**src/rtl/spi_sp_pkg.sv**
```systemverilog
package spi_sp_pkg;

    typedef enum logic [2:0] {
        OP_NONE,
        OP_WREN,
        OP_WRDI,
        OP_WRSR,
        OP_WRITE
    } op_e;

    typedef struct packed {
        logic       lock;
        logic [1:0] level;
        logic       wel;
        logic       go;
        logic [7:0] rd_byte;
    } ctrl_st_t;

    function automatic logic [7:0] pack_status(input logic       lock,
                                               input logic [1:0] level,
                                               input logic       wel,
                                               input logic       busy);
        return {lock, 3'b000, level, wel, busy};
    endfunction

endpackage

```
**src/rtl/spi_sp_opdec.sv**
```systemverilog
module spi_sp_opdec
    import spi_sp_pkg::*;
(
    input  logic wren_i,
    input  logic wrdi_i,
    input  logic wrsr_i,
    input  logic write_i,
    output op_e  op_o
);
    always_comb begin
        if (write_i)     op_o = OP_WRITE;
        else if (wrsr_i) op_o = OP_WRSR;
        else if (wrdi_i) op_o = OP_WRDI;
        else if (wren_i) op_o = OP_WREN;
        else             op_o = OP_NONE;
    end
endmodule

```
**src/rtl/spi_sp_region.sv**
```systemverilog
module spi_sp_region #(
    parameter int ADDR_W = 10
) (
    input  logic [ADDR_W-1:0] addr_i,
    input  logic [1:0]        level_i,
    output logic              prot_o
);
    localparam int TOP = ADDR_W - 1;

    logic top_one;
    logic top_two;

    generate
        if (ADDR_W >= 2) begin : g_wide
            assign top_one = addr_i[TOP];
            assign top_two = addr_i[TOP] & addr_i[TOP-1];
        end else begin : g_narrow
            assign top_one = addr_i[TOP];
            assign top_two = addr_i[TOP];
        end
    endgenerate

    always_comb begin
        case (level_i)
            2'b00:   prot_o = 1'b0;
            2'b01:   prot_o = top_two;
            2'b10:   prot_o = top_one;
            default: prot_o = 1'b1;
        endcase
    end
endmodule

```
**src/rtl/spi_sp_timer.sv**
```systemverilog
module spi_sp_timer #(
    parameter int BUSY_CYC = 100
) (
    input  logic clk,
    input  logic rst_n,
    input  logic start_i,
    output logic busy_o,
    output logic done_o
);
    localparam int CW = $clog2(BUSY_CYC + 1);
    localparam logic [CW-1:0] LOAD = CW'(BUSY_CYC);
    localparam logic [CW-1:0] ONE  = CW'(1);

    logic [CW-1:0] cnt_d, cnt_q;

    always_comb begin
        cnt_d = cnt_q;
        if (start_i)
            cnt_d = LOAD;
        else if (cnt_q != '0)
            cnt_d = cnt_q - ONE;
    end

    always_ff @(posedge clk or negedge rst_n) begin
        if (!rst_n) cnt_q <= '0;
        else        cnt_q <= cnt_d;
    end

    assign busy_o = (cnt_q != '0);
    assign done_o = (cnt_q == ONE);
endmodule

```
**src/rtl/spi_sp_ctrl.sv**
```systemverilog
module spi_sp_ctrl
    import spi_sp_pkg::*;
#(
    parameter int         ADDR_W   = 10,
    parameter int         BUSY_CYC = 100,
    parameter logic [2:0] NV_INIT  = 3'b000
) (
    input  logic              clk,
    input  logic              rst_n,
    input  logic              wp_n_i,
    input  logic              wren_i,
    input  logic              wrdi_i,
    input  logic              wrsr_i,
    input  logic              write_i,
    input  logic              rdsr_i,
    input  logic [7:0]        wr_data_i,
    input  logic [ADDR_W-1:0] wr_addr_i,
    output logic [7:0]        status_o,
    output logic [7:0]        rd_byte_o,
    output logic              wr_go_o
);
    op_e      op;
    ctrl_st_t st_d, st_q;
    logic     prot;
    logic     busy;
    logic     done;
    logic     start;
    logic     hw_lock;

    spi_sp_opdec u_dec (
        .wren_i (wren_i),
        .wrdi_i (wrdi_i),
        .wrsr_i (wrsr_i),
        .write_i(write_i),
        .op_o   (op)
    );

    spi_sp_region #(.ADDR_W(ADDR_W)) u_region (
        .addr_i (wr_addr_i),
        .level_i(st_q.level),
        .prot_o (prot)
    );

    spi_sp_timer #(.BUSY_CYC(BUSY_CYC)) u_timer (
        .clk    (clk),
        .rst_n  (rst_n),
        .start_i(start),
        .busy_o (busy),
        .done_o (done)
    );

    assign status_o = pack_status(st_q.lock, st_q.level, st_q.wel, busy);
    assign hw_lock  = st_q.lock & ~wp_n_i;

    always_comb begin
        st_d    = st_q;
        st_d.go = 1'b0;
        start   = 1'b0;

        if (rdsr_i)
            st_d.rd_byte = status_o;

        if (done)
            st_d.wel = 1'b0;

        case (op)
            OP_WRITE: begin
                if (!busy) begin
                    if (st_q.wel && !prot) begin
                        start   = 1'b1;
                        st_d.go = 1'b1;
                    end else begin
                        st_d.wel = 1'b0;
                    end
                end
            end
            OP_WRSR: begin
                if (!busy) begin
                    if (st_q.wel && !hw_lock) begin
                        start      = 1'b1;
                        st_d.lock  = wr_data_i[7];
                        st_d.level = wr_data_i[3:2];
                    end else begin
                        st_d.wel = 1'b0;
                    end
                end
            end
            OP_WRDI: st_d.wel = 1'b0;
            OP_WREN: st_d.wel = 1'b1;
            default: ;
        endcase
    end

    always_ff @(posedge clk or negedge rst_n) begin
        if (!rst_n) begin
            st_q.lock    <= NV_INIT[2];
            st_q.level   <= NV_INIT[1:0];
            st_q.wel     <= 1'b0;
            st_q.go      <= 1'b0;
            st_q.rd_byte <= 8'h00;
        end else begin
            st_q <= st_d;
        end
    end

    assign rd_byte_o = st_q.rd_byte;
    assign wr_go_o   = st_q.go;
endmodule

```
**config.mk**
```make
export PLATFORM = sky130hd
export DESIGN_NAME = spi_sp_ctrl
export DESIGN_NICKNAME = d
export VERILOG_FILES = /design/src/rtl/spi_sp_pkg.sv /design/src/rtl/spi_sp_opdec.sv /design/src/rtl/spi_sp_region.sv /design/src/rtl/spi_sp_timer.sv /design/src/rtl/spi_sp_ctrl.sv
export SDC_FILE = /design/constraint.sdc
export NUM_CORES = 1
export LEC_CHECK = 0
export ABC_CLOCK_PERIOD_IN_PS = 2520
export BUFFER_PORTS_ARGS = -buffer_cell sky130_fd_sc_hd__buf_2
export CAP_MARGIN = 20
export CORE_MARGIN = 4
export CORE_UTILIZATION = 48
export CTS_BUF_LIST = sky130_fd_sc_hd__clkbuf_2 sky130_fd_sc_hd__clkbuf_4 sky130_fd_sc_hd__clkbuf_8
export DETAILED_ROUTE_END_ITERATION = 8
export PLACE_DENSITY_LB_ADDON = 0.12
export SLEW_MARGIN = 20
export SYNTH_ARGS = -nofsm -noshare
export SYNTH_HDL_FRONTEND = slang
export SYNTH_HIERARCHICAL = 1
export SYNTH_SLANG_ARGS = --single-unit
export TNS_END_PERCENT = 100
```
**constraint.sdc**
```tcl
create_clock -name clk -period 2.52 [get_ports clk]
set_input_delay 0.126 -clock clk [delete_from_list [all_inputs] [get_ports clk]]
set_output_delay 0.126 -clock clk [all_outputs]
set_load 0.05 [all_outputs]
```
# --- Word-level counts from Yosys, hierarchy flattened ---
# Index checks and enable logic that the tools add are counted.
word_totals:
  ff_bits: 17
  input_bits: 26
  output_inout_bits: 17
classes:
  n_addsub: 1
  eq_ne: 7
  n_mux: 19
  n_bitwise: 4
  n_reduce_logical: 8
ops:
  columns: ["operator", "n"]
  rows:
  - ["2-to-1 mux 7 bit", 2]
  - ["2-to-1 mux 1 bit", 10]
  - ["2-to-1 mux 3 bit", 3]
  - ["== test 7 x 1 -> 1 bit, second input constant", 1]
  - ["nonzero test 7 bit", 1]
  - ["subtractor 7 x 1 -> 7 bit, second input constant", 1]
  - ["== test 3 x 2 -> 1 bit, second input constant", 2]
  - ["case mux 1 bit (4 select lines)", 1]
  - ["== test 3 x 1 -> 1 bit, second input constant", 1]
  - ["== test 3 bit, second input constant", 1]
  - ["case mux 1 bit (3 select lines)", 1]
  - ["AND reduction 3 bit", 1]
  - ["bitwise AND 1 bit", 2]
  - ["== test 2 x 1 -> 1 bit, second input constant", 1]
  - ["== test 2 bit, second input constant", 1]
  - ["logical AND 1 bit", 2]
  - ["logical NOT 1 bit", 2]
  - ["logical NOT 2 bit", 1]
  - ["2-to-1 mux 2 bit", 1]
  - ["inverter 1 bit", 2]
  - ["case mux 1 bit (2 select lines)", 1]
  - ["nonzero test 2 bit", 1]

# --- Logic depth before layout (Yosys ltp) ---
# Gate-level depths: netlist of the first run.
logic_depth:
  ltp_word: 8
  mapped_depth: 9
  depth_no_buf: 9

# --- By module ---
# Netlist of the first run, hierarchy kept.
modules_own_cells:
  columns: ["module", "n_inst", "cells_per_inst", "area_each_um2"]
  rows:
  - ["spi_sp_ctrl", 1, 41, 516.7]
  - ["spi_sp_timer", 1, 38, 382.9]
  - ["spi_sp_opdec", 1, 6, 33.8]
  - ["spi_sp_region", 1, 3, 13.8]

# --- Worst setup path after synthesis of the first run ---
# Ideal clock, no wire load.
synth_path:
  path_type: "reg-to-reg"
  from: "register u_timer.cnt_q[0]"
  to: "register u_timer.cnt_q[0]"
  setup_time_ns: 0.120
  arrival_ns: 1.981
  slack_ns: 0.419
  path_stages_with_launch: 10
  period_less_slack_ns: 2.101
  cell_sequence: "dfrtp_1 inv_1 ha_1 nor3b_1 nand2_1 nor3_1 and4b_1 nand2b_1 inv_1 and3_1"
synth_between:
  elab_chain_cells: 4
synth_rtl:
  columns: ["item", "line_no", "text"]
  rows:
  - ["start: declaration", "spi_sp_timer.sv:14", "logic [CW-1:0] cnt_d, cnt_q;"]
  - ["start signal: assignment", "spi_sp_timer.sv:26", "else cnt_q <= cnt_d;"]
  - ["nonzero test 7 bit (*)", "spi_sp_timer.sv:29", "assign busy_o = (cnt_q != '0);"]
  - ["via busy", "spi_sp_ctrl.sv:25", "logic busy;"]
  - ["2-to-1 mux 1 bit, on equally long branches", "spi_sp_ctrl.sv:78, spi_sp_ctrl.sv:68", null]
  - ["case mux 1 bit (2 select lines) (*)", "spi_sp_ctrl.sv:66", "case (op)"]
  - ["via start", "spi_sp_ctrl.sv:27", "logic start;"]
  - ["2-to-1 mux 7 bit / nonzero test 2 bit (equally long branches)", null, null]
# The timed path passes the listed nets; every way through them passes the cells marked *. The select of a mux whose other input is x is not followed.
# A chain may end at the register's enable or synchronous reset.

# --- Final worst setup path of the first run ---
layout_path:
  from: "register u_timer.cnt_q[0]"
  to: "register u_timer.cnt_q[4]"
layout_between:
  elab_chain_cells: 4
layout_rtl:
  columns: ["item", "line_no"]
  rows:
  - ["nonzero test 7 bit (*)", "spi_sp_timer.sv:29"]
  - ["2-to-1 mux 1 bit, on equally long branches", "spi_sp_ctrl.sv:78, spi_sp_ctrl.sv:68"]
  - ["case mux 1 bit (2 select lines) (*)", "spi_sp_ctrl.sv:66"]
  - ["via start", "spi_sp_ctrl.sv:27"]
  - ["2-to-1 mux 7 bit / nonzero test 2 bit (equally long branches)", null]
# Marks and branches as above.

==> metrics.yaml, run 1 <==
status: "finished, final reports clean"
fin_ws_ns: 0.386
finClkSkew_ns: 0.00833
setup-tns-final_ns: 0
grtUsageTotal_pct: 15.5
yosysMostFrequentCell: "dfrtp_1"
numPortBuffers: 23
routed_wirelength_um: 1850
dp_slack_ns: 0.417
area_growth_pct: 16.6
yosysTopAreaCell: "dfrtp_1"
drive_gt1_share_pct: 38.3
layout_min_cycle_time_ns: 2.13
hold_class: "in -> reg"
syn_area_sq_um: 947
nets: 144
rsz0062_at_grt: "false"
hpwlAfterDp_um: 1440
cp.arrival_ns: 2.32
design_area_sq_um: 1100
drc: 0
path_max_fanout: 5
grt_max_degree: 18
synth_edf_count: 0
ys_async_sr_fraction_pct: 100
grt_pass1_vias: 729
vias_per_cell: 5.31
worst_r2r_endpoint: "u_timer/cnt_q[4]"
htreeDepth: 1
holdPathStages: 2
placed_area_sq_um: 1070
setup_viol: 0
synth.distinct_cells: 36
required_ns: 2.70
cts_tree: "yes"
wl_per_cell_um: 13.2
worst_ir_drop_vdd_uv: 258
cts_sinks: 17
syn_avg_cell_area_sq_um: 10.8
cts_setup_buffers: 0
place_congestion: 0.856
fp-row-count: 15
synth_cells: 88
coreArea_sq_um: 1800
hp-start: "wr_data_i[3]"
drt_first_pass_iters: 4
yosysTopAreaCellShare_pct: 44.9
antenna_found_initial: 0
synth_common_cells: "17 x dfrtp_1, 8 x buf_4, 5 x inv_1, 5 x mux2_2"
diodes: 0
critPathCaptureType: "flip-flop"
r2r-start: "u_timer/cnt_q[0]"
yosys-top-cells-area: "dfrtp_1 45%, buf_4 6.3%, mux2_2 5.9%, mux2_4 3.2%, ha_1 2.6%"
timing.final.crit_share_pct: 84.7
cts_root_buf: "clkbuf_4"
insertion_delay_ns: 0.29
num_io_pins: 43
die_area_sq_um: 2750
clock_path_buffers: 2
grt_first_pass_wirelength_um: 3080
ys_ff_latch: 17
power_density_nw_per_um2: 472
die_y_um: 52.4
hold-path-endpoint: "status_o[3]"
max_clock_freq_mhz: 469
fill_cells: 160
rrSetupSlack_ns: 0.39
grt_overflow: 0
die_w_um: 52.4
drv_slew: 0
drtIter0Drc: 19
synth_flop_cell: "dfrtp_1"
drv_cap: 0
yosysSeqAreaShare_pct: 44.9
post-route-util_pct: 61.3
cts_buffers: 3
start_util_pct: 52.6
crit_type: "reg -> reg"
finalHoldViolCount: 0
synth_warnings: 6
route.vias.total: 743
ant_nets: 0
rr_worst_depth: 9
clk_pin_slew_ns: 0.11
crit_path_start_kind: "flip-flop"
power_leakage_nw: 0.527
-- registers in the layout, summed over array words and instances (netlist names) --
signal and count:
rd_byte_o 5, wr_go_o 1, u_timer/cnt_q 7, status_o 4
-- per-layer routing --
layer	share of wire (%)	vias up	track usage (%)	routed length, um
li1	-	360	-	-
met1	47	348	19.8	872
met2	44	33	25.0	817
met3	7.6	2	1.71	141
met4	1.2	0	8.94	22
met5	0	-	0	0
-- timing repair --
| action | 4_1_cts | 5_1_grt |
|---|---|---|
| endpoints found under the hold margin | 17 | 0 |
| hold buffers | 1 | 0 |
| gates resized for setup | 0 | 0 |
-- cell type report --
cell class / instances / area [sq um] / area share (%)
multi-input combinational: 63 / 462 / 41.8
tap: 25 / 31.3 / 2.83
clock buffer: 3 / 22.5 / 2.04
clock inverter: 1 / 5.00 / 0.453
timing repair buffer: 26 / 140 / 12.7
sequential: 17 / 425 / 38.5
inverter: 5 / 18.8 / 1.70
-- critical path, stage by stage (launching register included) --
cell and delay [ns]:
dfrtp_1 0.44, inv_1 0.09, ha_1 0.21, nor3b_1 0.26
nand2_1 0.12, nor3_1 0.25, and4b_1 0.23, nand2b_1 0.16
inv_1 0.11, and3_1 0.16
-- how the worst max path moves through the flow --
stage / from / end / slack [ns] / cells after the start
after floorplan: u_timer/cnt_q[0] / u_timer/cnt_q[0] / 0.42 / 9
after CTS: u_timer/cnt_q[0] / u_timer/cnt_q[4] / 0.41 / 9
final: u_timer/cnt_q[0] / u_timer/cnt_q[4] / 0.39 / 9
after detailed placement: u_timer/cnt_q[0] / u_timer/cnt_q[4] / 0.42 / 9
after global placement: u_timer/cnt_q[0] / u_timer/cnt_q[4] / 0.47 / 9
after global routing: u_timer/cnt_q[0] / u_timer/cnt_q[4] / 0.23 / 9
-- placed cells by master (no fill, tap or decap), types with 2 or more instances in the layout --
cell      instances
mux2_2            5
nand2b_1          2
o31ai_1           2
buf_2            23
conb_1            6
ha_1              2
mux2_4            2
or3_1             2
o21ai_0           4
dfrtp_1          17
o211ai_1          2
inv_1             5
clkbuf_4          3
nand2_1           4
nand3_1           4
buf_4             2
nor3_1            4
and3_1            2
nor2_1            3
-- logic make-up after synthesis --
family | after synthesis | share of synthesized area (%)
multiplexers | 7 | 9.11
other | 1 | 0.396
XOR/XNOR | 1 | 0.925
adder cells (fa/ha/maj) | 2 | 2.64
AO/OA/AOI/OAI | 15 | 11.4
flip-flops | 17 | 44.9
AND/OR/NAND/NOR | 32 | 22.3
buffers and inverters | 13 | 8.32
-- metrics by stage --
step | std cells | hold slack, ns | total power, W
3_3_place_gp | 135 | 0.0629 | 0.000375
5_1_grt | 140 | 0.0618 | 0.000547
2_1_floorplan | 93 | -0.170 | 0.000358
3_5_place_dp | 135 | 0.0682 | 0.000377
6_report | 140 | 0.0630 | 0.000521
4_1_cts | 140 | 0.0596 | 0.000526
-- power by group --
part           switching (W)  leakage (nW)  internal, W
combinational      0.0000654         0.306    0.0000224
clock              0.0000898        0.0177    0.0000590
sequential        0.00000539         0.203     0.000279
No activity file was read; power rests on OpenSTA's default activity.
==> inputs of run 2 (changes only) <==
--- a/config.mk
+++ b/config.mk
@@ -5,7 +5,7 @@
 export SDC_FILE = /design/constraint.sdc
 export NUM_CORES = 1
 export LEC_CHECK = 0
-export ABC_CLOCK_PERIOD_IN_PS = 2520
+export ABC_CLOCK_PERIOD_IN_PS = 2000
 export BUFFER_PORTS_ARGS = -buffer_cell sky130_fd_sc_hd__buf_2
 export CAP_MARGIN = 20
 export CORE_MARGIN = 4
==> constraint.sdc (replaced) <==
create_clock -name clk -period 2 [get_ports clk]
set_input_delay 0.1 -clock clk [delete_from_list [all_inputs] [get_ports clk]]
set_output_delay 0.1 -clock clk [all_outputs]
set_load 0.05 [all_outputs]
==> run 2 against run 1 <==
Sequential share of layout area decreased by 1.7 points. Sequential power increased by 26%. Clock skew decreased by 0.0046 ns. Cell count increased by 2.9%. Cell area increased by 4.6%. Non-clock buffer count increased by 4. Maximum frequency increased by 13%. Global-route usage increased by 0.32 points. Die area unchanged. Combinational power increased by 28%. Utilization increased by 2.8 points.
==> metrics.yaml, run 2 (same netlist as run 1, synthesis figures left out) <==
clk_pin_slew_ns: 0.10  # about the same
drtIter0Drc: 10  # -9
cp.arrival_ns: 2.08  # -0.24 ns
htreeDepth: 1  # unchanged
fp-row-count: 15  # unchanged
p_total_w: 0.000657  # +26%
grtUsageMet1_pct: 19.9  # +0.037 points
cts_sinks: 17  # unchanged
path_max_fanout: 6  # +1
antenna_found_initial: 0  # unchanged
drv_slew: 0  # unchanged
largest_register_ffs: 7  # unchanged
cts_root_buf: "clkbuf_4"
drc: 0  # unchanged
place_congestion: 0.897  # +4.7%
clock_path_buffers: 2  # unchanged
num_io_pins: 43  # unchanged
numPortBuffers: 23  # unchanged
layout_min_cycle_time_ns: 1.90  # -0.239 ns
cts_buffers: 3  # unchanged
timing.final.crit_share_pct: 94.8  # +10 points
area_growth_pct: 22.1
coreArea_sq_um: 1800  # unchanged
grt_max_degree: 18  # unchanged
finalHoldViolCount: 0  # unchanged
drt_first_pass_iters: 4  # unchanged
ant_nets: 0  # unchanged
grt_use_met2_pct: 25.2  # +0.21 points
grtUsageMet3_pct: 2.85  # +1.1 points
start_util_pct: 52.6  # unchanged
hpwlAfterDp_um: 1500  # +4.6%
power_leakage_nw: 0.571  # +8.4%
cts_tree: "yes"
grt_first_pass_wirelength_um: 3170  # +2.7%
power_density_nw_per_um2: 568  # +20%
final_cell_mix: "23 x buf_2, 17 x dfrtp_1, 6 x conb_1, 6 x buf_4, 5 x mux2_2"
grt_pass1_vias: 734  # +0.69%
routed_wirelength_um: 2010  # +8.3%
diodes: 0  # unchanged
die_y_um: 52.4  # unchanged
route.vias.total: 770  # +3.6%
largest-register: "u_timer/cnt_q"
layout_commonest_cell: "buf_2"
setup-tns-final_ns: 0  # unchanged
hold_class: "in -> reg"
grtUsageTotal_pct: 15.8  # +0.32 points
drv_cap: 0  # unchanged
wl_per_cell_um: 13.9  # +5.3%
nets: 148  # +2.8%
crit_type: "reg -> reg"
die_area_sq_um: 2750  # unchanged
drive_gt1_share_pct: 44.5  # +6.3 points
required_ns: 2.18  # -0.52 ns
busiest_layer: "met2"
vias_per_cell: 5.35  # +0.76%
worst_ir_drop_vdd_uv: 352  # +37%
post-route-util_pct: 64.2  # +2.8 points
critPathCaptureType: "flip-flop"
finClkSkew_ns: 0.00376  # -0.00458 ns
insertion_delay_ns: 0.29  # about the same
status: "finished, final reports clean"
setup_viol: 0  # unchanged
crit_path_start_kind: "flip-flop"
max_clock_freq_mhz: 528  # +13%
grt_overflow: 0  # unchanged
die_w_um: 52.4  # unchanged
## run 2: worst paths after layout
path / endpoint / cells past startpoint / slack, ns / startpoint
setup / recovery: u_timer/cnt_q[4] / 10 / 0.10 / u_timer/cnt_q[1]
hold / removal: status_o[2] / 2 / 0.04 / wr_data_i[2]
setup reg to reg: u_timer/cnt_q[4] / 10 / 0.10 / u_timer/cnt_q[1]
hold reg to reg: rd_byte_o[2] / 1 / 0.51 / rd_byte_o[2]
max in group asynchronous: u_timer/cnt_q[1] / 2 / 1.48 / rst_n
min in group asynchronous: u_timer/cnt_q[3] / 2 / 0.25 / rst_n
## run 2: final cells by class
type / instances / area (sq um)
fill: 152 / 646
multi-input combinational: 63 / 483
sequential: 17 / 425
timing repair buffer: 30 / 170
tap: 25 / 31.3
clock buffer: 3 / 22.5
inverter: 5 / 18.8
clock inverter: 1 / 5.00
## run 2: routing by layer
metal	up-vias	share of wire, %
li1	364	-
met1	368	43
met2	34	48
met3	4	6.9
met4	0	2.1
met5	-	0
## run 2: critical path, stage by stage, from the launching register on
cell and delay, ns:
dfrtp_1 0.42, inv_1 0.10, ha_2 0.20, nor3b_4 0.23
nand2_2 0.09, buf_4 0.18, nor2_4 0.12, nand3_4 0.11
nand2b_1 0.12, inv_2 0.07, and3_1 0.16
## run 2: timing repair
item	4_1_cts	5_1_grt
resized for setup	0	5
hold buffers	1	0
endpoints found under the setup margin	0	7
setup buffers	0	1
hold endpoints to repair	17	0
## run 2: per-stage QoR
step                      hold slack (ns)  setup slack (ns)  cell area (sq um)  std cells
after floorplan                    -0.196            0.0335                971         93
after global placement             0.0381            0.0728               1090        138
after detailed placement           0.0438            0.0422               1090        138
after CTS                          0.0240           0.00711               1130        143
after global routing               0.0198          -0.00133               1160        144
final                              0.0395             0.105               1160        144
## run 2: where the power goes
part | switching (W) | internal, W | total, W
clock network | 0.000111 | 0.0000743 | 0.000186
registers | 0.00000757 | 0.000352 | 0.000359
logic | 0.0000838 | 0.0000282 | 0.000112
==> inputs of run 3 (changes only) <==
--- a/config.mk
+++ b/config.mk
@@ -5,11 +5,10 @@
 export SDC_FILE = /design/constraint.sdc
 export NUM_CORES = 1
 export LEC_CHECK = 0
-export ABC_CLOCK_PERIOD_IN_PS = 2000
+export ABC_CLOCK_PERIOD_IN_PS = 2300
 export BUFFER_PORTS_ARGS = -buffer_cell sky130_fd_sc_hd__buf_2
 export CAP_MARGIN = 20
-export CORE_MARGIN = 4
-export CORE_UTILIZATION = 48
+export CORE_UTILIZATION = 50
 export CTS_BUF_LIST = sky130_fd_sc_hd__clkbuf_2 sky130_fd_sc_hd__clkbuf_4 sky130_fd_sc_hd__clkbuf_8
 export DETAILED_ROUTE_END_ITERATION = 8
 export PLACE_DENSITY_LB_ADDON = 0.12
==> constraint.sdc (replaced) <==
create_clock -name clk -period 2.3 [get_ports clk]
set_input_delay 0.115 -clock clk [delete_from_list [all_inputs] [get_ports clk]]
set_output_delay 0.115 -clock clk [all_outputs]
set_load 0.05 [all_outputs]
==> run 3 against run 2 <==
Sequential share of layout area increased by 1.2 points. Maximum frequency is 9.1% lower. Setup slack improved by 0.11 ns. Wire length down 12%. Clock-buffer cell count up 1. Critical path depth fell by 1. Flip-flop and latch count did not move. Critical path type unchanged. Largest cell class unchanged.
==> metrics.yaml, run 3 (same netlist as run 1, synthesis figures left out) <==
hp-start: "wr_data_i[2]"
drtIter0Drc: 3  # -7
final_cell_mix: "23 x buf_2, 17 x dfrtp_1, 6 x conb_1, 5 x mux2_2, 5 x inv_1"
finClkSkew_ns: 0.00472  # +0.000968 ns
required_ns: 2.48  # +0.30 ns
status: "finished, final reports clean"
fill_cells: 155  # +2.0%
drt_first_pass_iters: 2  # -2
holdPathStages: 2  # unchanged
power_leakage_nw: 0.533  # -6.7%
route.vias.total: 741  # -3.8%
r2r-start: "u_timer/cnt_q[0]"
diodes: 0  # unchanged
die_y_um: 45.5  # -13%
antenna_found_initial: 0  # unchanged
coreArea_sq_um: 1750  # -3.1%
ant_nets: 0  # unchanged
rr_worst_depth: 9  # -1
hold_class: "in -> reg"
layout_commonest_cell: "buf_2"
cts_buffers: 3  # unchanged
largest_register_ffs: 7  # unchanged
grt_first_pass_wirelength_um: 2800  # -12%
clk_pin_slew_ns: 0.10  # about the same
cts_tree: "yes"
drv_slew: 0  # unchanged
drive_gt1_share_pct: 39.7  # -4.9 points
grt_pass1_vias: 649  # -12%
htreeDepth: 1  # unchanged
rrSetupSlack_ns: 0.21  # +0.11 ns
path_max_fanout: 5  # -1
finalHoldViolCount: 0  # unchanged
crit_path_start_kind: "flip-flop"
vias_per_cell: 5.26  # -1.7%
cts_root_buf: "clkbuf_4"
clock_path_buffers: 2  # unchanged
drv_cap: 0  # unchanged
dp_slack_ns: 0.164  # +0.122 ns
setup_viol: 0  # unchanged
cts_sinks: 17  # unchanged
hpwlAfterDp_um: 1300  # -13%
worst_ir_drop_vdd_uv: 285  # -19%
insertion_delay_ns: 0.28  # about the same
timing.final.crit_share_pct: 90.7  # -4.1 points
grt_max_degree: 18  # unchanged
worst_r2r_endpoint: "u_timer/cnt_q[4]"
num_io_pins: 43  # unchanged
fin_ws_ns: 0.215  # +0.110 ns
stdcell_count: 141  # -2.1%
wl_per_cell_um: 12.5  # -10%
layout_min_cycle_time_ns: 2.09  # +0.190 ns
routed_wirelength_um: 1760  # -12%
critPathCaptureType: "flip-flop"
numPortBuffers: 23  # unchanged
power_density_nw_per_um2: 514  # -9.6%
largest-register: "u_timer/cnt_q"
max_clock_freq_mhz: 480  # -9.1%
nets: 145  # -2.0%
place_congestion: 0.725  # -19%
dp_cells: 136  # -1.4%
die_area_sq_um: 2070  # -25%
fp-row-count: 15  # unchanged
hold-path-endpoint: "status_o[2]"
placed_area_sq_um: 1070  # -1.8%
cp.arrival_ns: 2.27  # +0.19 ns
area_growth_pct: 18.2
start_util_pct: 54.3  # +1.7 points
cts_setup_buffers: 0  # unchanged
drc: 0  # unchanged
grtUsageTotal_pct: 19.4  # +3.6 points
die_w_um: 45.5  # -13%
design_area_sq_um: 1120  # -3.1%
crit_type: "reg -> reg"
grt_overflow: 0  # unchanged
## run 3: through the flow
step	power, W	hold slack (ns)	util (%)	setup TNS [ns]
2_1_floorplan	0.000392	-0.181	-	0
3_3_place_gp	0.000411	0.0537	61.6	0
3_5_place_dp	0.000412	0.0574	61.6	0
4_1_cts	0.000581	0.0549	63.9	0
5_1_grt	0.000609	0.0266	64.2	-0.00742
6_report	0.000576	0.0631	64.2	0
## run 3: metal layers
layer / global-route usage, % / wire [um] / vias to the layer above
li1: - / - / 358
met1: 26.9 / 871 / 359
met2: 27.7 / 796 / 22
met3: 4.76 / 77 / 2
met4: 10.3 / 17 / 0
met5: 0 / 0 / -
## run 3: final cells by class
| cell class | instances | area, sq um | area share (%) |
|---|---|---|---|
| clock buffers | 4 | 30.0 | 2.68 |
| inverters | 5 | 18.8 | 1.68 |
| multi-input cells | 63 | 467 | 41.7 |
| flip-flops and latches | 17 | 425 | 38.0 |
| well taps | 25 | 31.3 | 2.79 |
| repair buffers | 27 | 148 | 13.2 |
## run 3: worst max-delay path by stage
stage	endpoint	slack [ns]	depth (start not counted)	from
finish	u_timer/cnt_q[4]	0.21	9	u_timer/cnt_q[0]
global route	u_timer/cnt_q[4]	-0.004	9	u_timer/cnt_q[0]
floorplan	u_timer/cnt_q[0]	0.20	9	u_timer/cnt_q[0]
CTS	u_timer/cnt_q[4]	0.13	9	u_timer/cnt_q[0]
detailed placement	u_timer/cnt_q[4]	0.16	9	u_timer/cnt_q[0]
global placement	u_timer/cnt_q[4]	0.23	9	u_timer/cnt_q[0]
## run 3: power breakdown
part / leakage (nW) / switching, W / internal [W]
combinational: 0.311 / 0.0000710 / 0.0000245
clock: 0.0184 / 0.0000884 / 0.0000790
sequential: 0.203 / 0.00000672 / 0.000306
total: 0.533 / 0.000166 / 0.000409
## run 3: repair_timing
action / in CTS / in global routing
hold endpoints to repair: 17 / 0
setup endpoints to repair: 0 / 3
hold buffers: 1 / 0
resized for setup: 0 / 1
## run 3: critical path, stage by stage (launching register included)
cell	delay (ns)
dfrtp_1	0.44
inv_1	0.10
ha_1	0.21
nor3b_2	0.23
nand2_1	0.11
nor3_1	0.22
and4b_1	0.24
nand2b_1	0.15
inv_1	0.12
and3_1	0.16
